File: src/rtl/oqpsk_pkg.sv
package oqpsk_pkg;
  // Decimation phase of the next accepted beat.
  typedef enum logic {
    PH_KEEP   = 1'b0,
    PH_REPEAT = 1'b1
  } hold_phase_e;

  function automatic hold_phase_e next_phase(input hold_phase_e cur);
    return (cur == PH_KEEP) ? PH_REPEAT : PH_KEEP;
  endfunction
endpackage

File: src/rtl/oqpsk_skew.sv
// One-beat delay on the in-phase rail, selected by offset_en.
module oqpsk_skew #(
  parameter int SAMPLE_W = 12
) (
  input  logic                clk,
  input  logic                rst_n,
  input  logic                take,
  input  logic                offset_en,
  input  logic [SAMPLE_W-1:0] in_i,
  input  logic [SAMPLE_W-1:0] in_q,
  output logic [SAMPLE_W-1:0] al_i,
  output logic [SAMPLE_W-1:0] al_q
);
  logic [SAMPLE_W-1:0] i_prev;

  always_ff @(posedge clk or negedge rst_n) begin
    if (!rst_n) begin
      i_prev <= '0;
    end else if (take) begin
      i_prev <= in_i;
    end
  end

  always_comb begin
    al_i = offset_en ? i_prev : in_i;
    al_q = in_q;
  end
endmodule

File: src/rtl/oqpsk_decim.sv
// Keep/repeat sequencer: every other beat reuses the last kept pair.
module oqpsk_decim
  import oqpsk_pkg::*;
#(
  parameter int SAMPLE_W = 12
) (
  input  logic                clk,
  input  logic                rst_n,
  input  logic                take,
  input  logic                hold_en,
  input  logic                sync,
  input  logic [SAMPLE_W-1:0] al_i,
  input  logic [SAMPLE_W-1:0] al_q,
  output logic [SAMPLE_W-1:0] sel_i,
  output logic [SAMPLE_W-1:0] sel_q,
  output logic                keep
);
  hold_phase_e         phase_q;
  hold_phase_e         phase_now;
  logic [SAMPLE_W-1:0] kept_i;
  logic [SAMPLE_W-1:0] kept_q;

  always_comb begin
    phase_now = sync ? PH_KEEP : phase_q;
    keep      = !hold_en || (phase_now == PH_KEEP);
    sel_i     = keep ? al_i : kept_i;
    sel_q     = keep ? al_q : kept_q;
  end

  always_ff @(posedge clk or negedge rst_n) begin
    if (!rst_n) begin
      phase_q <= PH_KEEP;
    end else if (take) begin
      phase_q <= next_phase(phase_now);
    end
  end

  always_ff @(posedge clk or negedge rst_n) begin
    if (!rst_n) begin
      kept_i <= '0;
      kept_q <= '0;
    end else if (take && keep) begin
      kept_i <= al_i;
      kept_q <= al_q;
    end
  end
endmodule

File: src/rtl/oqpsk_outstage.sv
// Single output register with valid/ready handshake.
module oqpsk_outstage #(
  parameter int SAMPLE_W = 12
) (
  input  logic                clk,
  input  logic                rst_n,
  input  logic                take,
  input  logic                out_ready,
  input  logic [SAMPLE_W-1:0] d_i,
  input  logic [SAMPLE_W-1:0] d_q,
  input  logic                d_first,
  output logic                in_ready,
  output logic                out_valid,
  output logic [SAMPLE_W-1:0] out_i,
  output logic [SAMPLE_W-1:0] out_q,
  output logic                out_first
);
  assign in_ready = !out_valid || out_ready;

  always_ff @(posedge clk or negedge rst_n) begin
    if (!rst_n) begin
      out_valid <= 1'b0;
    end else if (take) begin
      out_valid <= 1'b1;
    end else if (out_ready) begin
      out_valid <= 1'b0;
    end
  end

  always_ff @(posedge clk or negedge rst_n) begin
    if (!rst_n) begin
      out_i     <= '0;
      out_q     <= '0;
      out_first <= 1'b0;
    end else if (take) begin
      out_i     <= d_i;
      out_q     <= d_q;
      out_first <= d_first;
    end
  end
endmodule

File: src/rtl/oqpsk_aligner.sv
module oqpsk_aligner #(
  parameter int SAMPLE_W = 12
) (
  input  logic                clk,
  input  logic                rst_n,
  input  logic                in_valid,
  output logic                in_ready,
  input  logic [SAMPLE_W-1:0] in_i,
  input  logic [SAMPLE_W-1:0] in_q,
  input  logic                offset_en,
  input  logic                hold_en,
  input  logic                sync,
  output logic                out_valid,
  input  logic                out_ready,
  output logic [SAMPLE_W-1:0] out_i,
  output logic [SAMPLE_W-1:0] out_q,
  output logic                out_first
);
  logic                take;
  logic [SAMPLE_W-1:0] al_i, al_q;
  logic [SAMPLE_W-1:0] sel_i, sel_q;
  logic                keep;

  assign take = in_valid && in_ready;

  oqpsk_skew #(.SAMPLE_W(SAMPLE_W)) u_skew (
    .clk(clk), .rst_n(rst_n), .take(take), .offset_en(offset_en),
    .in_i(in_i), .in_q(in_q), .al_i(al_i), .al_q(al_q)
  );

  oqpsk_decim #(.SAMPLE_W(SAMPLE_W)) u_decim (
    .clk(clk), .rst_n(rst_n), .take(take), .hold_en(hold_en), .sync(sync),
    .al_i(al_i), .al_q(al_q), .sel_i(sel_i), .sel_q(sel_q), .keep(keep)
  );

  oqpsk_outstage #(.SAMPLE_W(SAMPLE_W)) u_out (
    .clk(clk), .rst_n(rst_n), .take(take), .out_ready(out_ready),
    .d_i(sel_i), .d_q(sel_q), .d_first(keep),
    .in_ready(in_ready), .out_valid(out_valid),
    .out_i(out_i), .out_q(out_q), .out_first(out_first)
  );
endmodule

File: config.mk
export PLATFORM = sky130hd
export DESIGN_NAME = oqpsk_aligner
export DESIGN_NICKNAME = d
export VERILOG_FILES = /design/src/rtl/oqpsk_pkg.sv /design/src/rtl/oqpsk_skew.sv /design/src/rtl/oqpsk_decim.sv /design/src/rtl/oqpsk_outstage.sv /design/src/rtl/oqpsk_aligner.sv
export SDC_FILE = /design/constraint.sdc
export NUM_CORES = 1
export LEC_CHECK = 0
export ABC_AREA = 0
export BUFFER_PORTS_ARGS = -buffer_cell sky130_fd_sc_hd__buf_2
export CAP_MARGIN = 10
export CORE_MARGIN = 4
export CORE_UTILIZATION = 45
export DETAILED_ROUTE_END_ITERATION = 16
export GPL_TIMING_DRIVEN = 0
export PLACE_DENSITY = 0.66
export SLEW_MARGIN = 20
export SYNTH_ARGS = -nofsm -noshare
export SYNTH_HDL_FRONTEND = slang
export SYNTH_HIERARCHICAL = 1
export SYNTH_SLANG_ARGS = --single-unit
File: constraint.sdc
create_clock -name clk -period 1.95 [get_ports clk]
set_input_delay 0.39 -clock clk [delete_from_list [all_inputs] [get_ports clk]]
set_output_delay 0.39 -clock clk [all_outputs]
set_load 0.1 [all_outputs]
==> impl_metrics.py, run 1 <==
metrics = {
    "status": {
        "outcome": "complete, no violations",
    },
    "drt": {
        "firstDrtPassIters": 4,
        "vias_per_cell": 5.020,
        "drc": 0,
        "drt_iter0_drc": 114,
        "wire_per_inst_um": 15.55,
        "wl_um": 7151,
        "drtAntennaViolNets": 0,
        "num_vias": 2309,
    },
    "sta": {
        "setup_viol": 0,
        "timing.final.max_slew_violations": 0,
        "hold_violations": 0,
        "post-route-min-period_ps": 1717,
        "fmax_mhz": 582.6,
        "slew_headroom_pct": 67.50,
        "rsz0062_at_grt": "no",
        "whs_ps": 297.2,
        "tightest_slew_ps": 490.8,
        "finalCritPeriodShare_pct": 88.03,
        "clock_skew_ps": 7.573,
    },
    "synthesis": {
        "synth_area_leaders": "dfrtp_1 (46%), mux2_4 (17%), nand4b_1 (6.1%)",
        "yosys_warnings": 6,
        "yosysSeqAreaShare_pct": 45.77,
        "synth_top_area_cell": "dfrtp_1",
        "synth_top_area_share_pct": 45.77,
        "synth-seq-cells": 63,
        "synth.distinct_cells": 22,
        "avgSynthCellArea_um2": 11.52,
        "syn_nets": 330,
        "synth_cells": 299,
        "netlist_area_mm2": 0.003445,
    },
    "pwr": {
        "p_leak_nw": 1.911,
        "power_density_mw_per_mm2": 1231,
        "vdd_ir_drop_max_uv": 546.7,
    },
    "worst_setup_path": {
        "startpoint_type": "register",
        "reg2reg_depth": 5,
        "regToRegEndpoint": "u_out/out_q[0]$_DFFE_PN0P_",
        "worstReg2RegStart": "u_out/out_valid$_DFFE_PN0P_",
        "crit_type": "reg2out",
        "end_kind": "primary output",
        "crit_required_ps": 1560,
        "worst_ep_arrival_time_ps": 1330,
        "cp_max_fo": 3,
        "ff2ff_setup_slack_ps": 310,
    },
    "cells_and_area": {
        "multi_input_area_mm2": 0.001530,
        "diodes": 0,
        "fillers": 632,
        "final_cells": 460,
        "drive_above_1_share_pct": 39.61,
        "final_nets": 387,
        "areaGrowthSynthToFinish_pct": 18.02,
        "regArea_mm2": 0.001580,
        "final_util_pct": 55.45,
    },
    "cts": {
        "clock_latency_ps": 330,
        "h-tree-depth": 3,
        "postCtsSetupBuffers": 0,
        "clk_path_buf_depth": 2,
        "cts_sinks": 63,
        "cts_hold_buf": 1,
        "cts_tree": "done",
        "cts.repair.resized": 0,
        "numCtsBuffers": 9,
        "path_clk_slew_ps": 70,
        "clockRootBuffer": "clkbuf_8",
    },
    "hold_path": {
        "hold_path_depth": 2,
        "hp-start": "in_i[4]",
        "min_to": "u_skew/i_prev[4]$_DFFE_PN0P_",
        "hold_path_class": "in2reg",
    },
    "die": {
        "io_pins": 58,
        "die-height_um": 95.49,
        "die_x_um": 95.49,
        "core_area_mm2": 0.007331,
        "start_util_pct": 46.99,
        "dieArea_mm2": 0.009118,
        "num_rows": 31,
    },
    "global_routing": {
        "grt_pass1_wl_um": 11920,
        "grt_pass1_vias": 2411,
        "overflow": 0,
        "antenna_found_initial": 0,
        "grt_max_degree": 40,
        "grtUsageTotal_pct": 17.19,
    },
    "job": {
        "cap_violations": 0,
    },
    "place": {
        "io_buffers": 44,
        "gp_congestion": 0.7313,
        "dp_cells": 443,
        "dpl.hpwl_um": 5000,
    },
}
[routing by layer]
layer  track usage, %  part of all wire [%]  up-vias
met3            3.552                   4.4        2
met2            24.96                    44       49
met4            7.583                  0.69        0
met1            24.70                    51     1123
li1                 -                     -     1135
met5                0                     0        -
[synthesized netlist by cell type]
cell type and count:
buf_6 5, nand2_1 24, nand2b_1 26, a21oi_1 1, clkbuf_2 1, and3b_4 1, mux2_4 39, o211ai_2 5
o21ai_1 5, o211ai_1 19, o21ai_0 19, nor2_1 1, buf_2 4, inv_1 25, clkbuf_1 11, mux2_2 10
nand4b_1 24, and2_1 1, buf_12 2, dfrtp_1 63, buf_4 12, and2b_1 1
[sequential cells by signal (all words and copies together), names as in the netlist]
register,count
u_decim/phase_q,1
u_out/out_first,1
u_decim/kept_q,12
u_out/out_q,12
u_out/out_i,12
u_out/out_valid,1
u_decim/kept_i,12
u_skew/i_prev,12
[area by class of cell]
class / count / area share [%]
inverter: 25 / 2.308
sequential: 63 / 38.87
tap: 99 / 3.047
clock buffer: 11 / 3.724
buffer: 35 / 6.217
timing repair buffer: 46 / 6.217
multi-input combinational: 176 / 37.64
clock inverter: 5 / 1.970
[worst max-delay path by stage]
stage	from	cells after the start	end	slack (ps)
6_report	u_out/out_valid$_DFFE_PN0P_	2	in_ready	230
2_1_floorplan	u_out/out_valid$_DFFE_PN0P_	5	u_out/out_q[0]$_DFFE_PN0P_	4
5_1_grt	u_out/out_valid$_DFFE_PN0P_	5	u_decim/kept_i[2]$_DFFE_PN0P_	160
4_1_cts	u_out/out_valid$_DFFE_PN0P_	2	in_ready	210
3_5_place_dp	out_ready	6	u_decim/kept_i[6]$_DFFE_PN0P_	250
3_3_place_gp	rst_n	1	u_out/out_valid$_DFFE_PN0P_	-9
[kinds of logic after synthesis]
family | count (synthesis) | synth area share (%)
AO/OA/AOI/OAI | 49 | 9.589
buffers and inverters | 60 | 10.06
flip-flops | 63 | 45.77
multiplexers | 49 | 20.27
AND/OR/NAND/NOR | 78 | 14.31
[where the power goes]
group | switching [mW] | total [mW] | internal [mW] | leakage (nW)
sequential | 0.155 | 1.75 | 1.60 | 0.746
clock | 0.508 | 1.29 | 0.787 | 0.112
combinational | 1.39 | 1.96 | 0.563 | 1.05
total | 2.06 | 5.00 | 2.95 | 1.91
[critical path, stage by stage, from the launching register on]
cell and delay (ps):
dfrtp_4 490, nand2b_4 80, buf_2 420
[placed cells by master, fill, tap and decap left out, types with 5 or more instances in the layout]
cell type   n
dfrtp_1    62
nand2_1    24
buf_6       5
o211ai_1   19
o211ai_2    5
o21ai_0    19
nand2b_1   25
inv_1      25
nand4b_1   24
o21ai_1     5
clkbuf_1   11
clkbuf_8   11
mux2_4     39
buf_4      13
mux2_2     10
buf_2      47
[metrics by stage]
stage          setup slack [ps]  area [um^2]  TNS, ps  power (mW)
2_1_floorplan             3.662         3457        0       3.382
3_3_place_gp             -9.437         3801   -9.437       3.702
3_5_place_dp              249.9         3824        0       3.739
4_1_cts                   207.6         4065        0       5.060
5_1_grt                   161.6         4065        0       5.244
6_report                  233.5         4065        0       5.003
Note: power is estimated with default switching activity, not from simulation.
==> run 2, diff against run 1 <==
--- a/config.mk
+++ b/config.mk
@@ -13,6 +13,7 @@
 export DETAILED_ROUTE_END_ITERATION = 16
 export GPL_TIMING_DRIVEN = 0
 export PLACE_DENSITY = 0.66
+export RECOVER_POWER = 25
 export SLEW_MARGIN = 20
 export SYNTH_ARGS = -nofsm -noshare
 export SYNTH_HDL_FRONTEND = slang
==> run 2 against run 1 <==
Net effect:
- sequential power about the same
- count of clock-buffer cells in the layout did not move
- total power about the same
- register-to-register slack hardly changed
- die area unchanged
- non-clock buffer count stayed put
- core utilization hardly changed
- largest power group unchanged
==> impl_metrics.py, run 2 (synthesis results as in run 1) <==
metrics = {
    "sta": {
        "setup_viol": 0,
        "whs_ps": 296.9,
        "post-route-min-period_ps": 1717,
        "clock_skew_ps": 7.573,
        "slew_headroom_pct": 55.14,
        "worst_slack_ps": 233.3,
        "tns_ps": 0,
        "hold_violations": 0,
        "tightest_slew_ps": 672.9,
        "finalCritPeriodShare_pct": 88.04,
        "fmax_mhz": 582.5,
        "rsz0062_at_grt": "no",
        "timing.final.max_slew_violations": 0,
    },
    "drt": {
        "vias_per_cell": 5.026,
        "firstDrtPassIters": 4,
        "num_vias": 2312,
        "wire_per_inst_um": 15.54,
        "drt_iter0_drc": 114,
        "drc": 0,
        "drtAntennaViolNets": 0,
        "wl_um": 7149,
    },
    "global_routing": {
        "grt-busiest-layer": "met2",
        "grtUsageMet1_pct": 24.70,
        "grtUsageTotal_pct": 17.19,
        "antenna_found_initial": 0,
        "grt_max_degree": 40,
        "overflow": 0,
        "met3_usage_pct": 3.552,
        "grtUsageMet2_pct": 24.96,
        "grt_pass1_vias": 2411,
        "grt_pass1_wl_um": 11920,
    },
    "cells_and_area": {
        "drive_above_1_share_pct": 39.61,
        "layout_commonest_cell": "dfrtp_1",
        "final_nets": 387,
        "multi_input_area_mm2": 0.001530,
        "final_cell_mix": "dfrtp_1 (62), buf_2 (47), mux2_4 (39)",
        "diodes": 0,
        "areaGrowthSynthToFinish_pct": 17.94,
        "stdcell_area_mm2": 0.004063,
        "regArea_mm2": 0.001580,
        "fillers": 633,
    },
    "place": {
        "io_buffers": 44,
        "gp_congestion": 0.7313,
        "placedInstanceArea_mm2": 0.003824,
        "dpl.hpwl_um": 5000,
        "pre_cts_slack_ps": 249.9,
    },
    "hold_path": {
        "hold_path_class": "in2reg",
    },
    "worst_setup_path": {
        "crit_family": "flip-flops",
        "slowest_delay_ps": 490,
        "crit_chain": "nand2b_4, buf_2",
        "worst_ep_arrival_time_ps": 1330,
        "end_kind": "primary output",
        "cp_max_fo": 3,
        "startpoint_type": "register",
        "slowest_stage": "dfrtp_4",
        "path_buf_inv": 1,
        "crit_required_ps": 1560,
        "crit_type": "reg2out",
    },
    "die": {
        "io_pins": 58,
        "core_area_mm2": 0.007331,
        "num_rows": 31,
        "die_x_um": 95.49,
        "dieArea_mm2": 0.009118,
        "start_util_pct": 46.99,
        "die-height_um": 95.49,
    },
    "cts": {
        "clock_latency_ps": 340,
        "cts_sinks": 63,
        "path_clk_slew_ps": 70,
        "clockRootBuffer": "clkbuf_8",
        "numCtsBuffers": 9,
        "cts_tree": "done",
        "cts.repair.resized": 0,
        "clk_path_buf_depth": 2,
        "postCtsSetupBuffers": 0,
        "h-tree-depth": 3,
        "cts_hold_buf": 1,
    },
    "pwr": {
        "power_density_mw_per_mm2": 1231,
        "vdd_ir_drop_max_uv": 546.7,
        "p_leak_nw": 1.911,
    },
    "job": {
        "cap_violations": 0,
    },
    "status": {
        "outcome": "complete, no violations",
    },
}
run 2: changes by cell type in the layout (fill, tap and decap cells not counted), sizes merged:
cell    delta
buf        -1
clkbuf     +1
run 2: layout make-up:
class                   instances  share of cell area, %
well taps                      99                  3.049
flip-flops and latches         63                  38.90
clock inverters                 5                  1.971
inverters                      25                  2.310
clock buffers                  11                  3.727
multi-input cells             176                  37.67
repair buffers                 46                  6.160
plain buffers                  35                  6.221
run 2: path summary, 6_finish.rpt:
kind | start | endpoint | slack [ps] | depth (start not counted)
max in group asynchronous | rst_n | u_out/out_q[0]$_DFFE_PN0P_ | 680 | 3
hold reg to reg | u_out/out_q[2]$_DFFE_PN0P_ | u_out/out_q[2]$_DFFE_PN0P_ | 500 | 1
min in group asynchronous | rst_n | u_out/out_valid$_DFFE_PN0P_ | 620 | 2
hold / removal | in_i[4] | u_skew/i_prev[4]$_DFFE_PN0P_ | 300 | 2
setup / recovery | u_out/out_valid$_DFFE_PN0P_ | in_ready | 230 | 2
setup reg to reg | u_out/out_valid$_DFFE_PN0P_ | u_out/out_q[0]$_DFFE_PN0P_ | 310 | 5
run 2: per-layer routing:
layer  share of wire [%]  wire length (um)  vias to the layer above
met1                  51              3648                     1123
met3                 4.7               333                        2
met5                   0                 0                        -
met2                  44              3117                       52
li1                    -                 -                     1135
met4                0.69                49                        0
run 2: through the flow:
step	std cells	power [mW]	util, %
after global placement	442	3.702	51.85
after CTS	460	5.060	55.45
after floorplan	299	3.382	-
after detailed placement	443	3.739	52.16
after global routing	460	5.243	55.42
final	460	5.002	55.42
run 2: power breakdown:
part | switching (mW) | internal (mW) | total, mW
clock network | 0.508 | 0.787 | 1.30
registers | 0.155 | 1.60 | 1.75
logic | 1.39 | 0.562 | 1.95
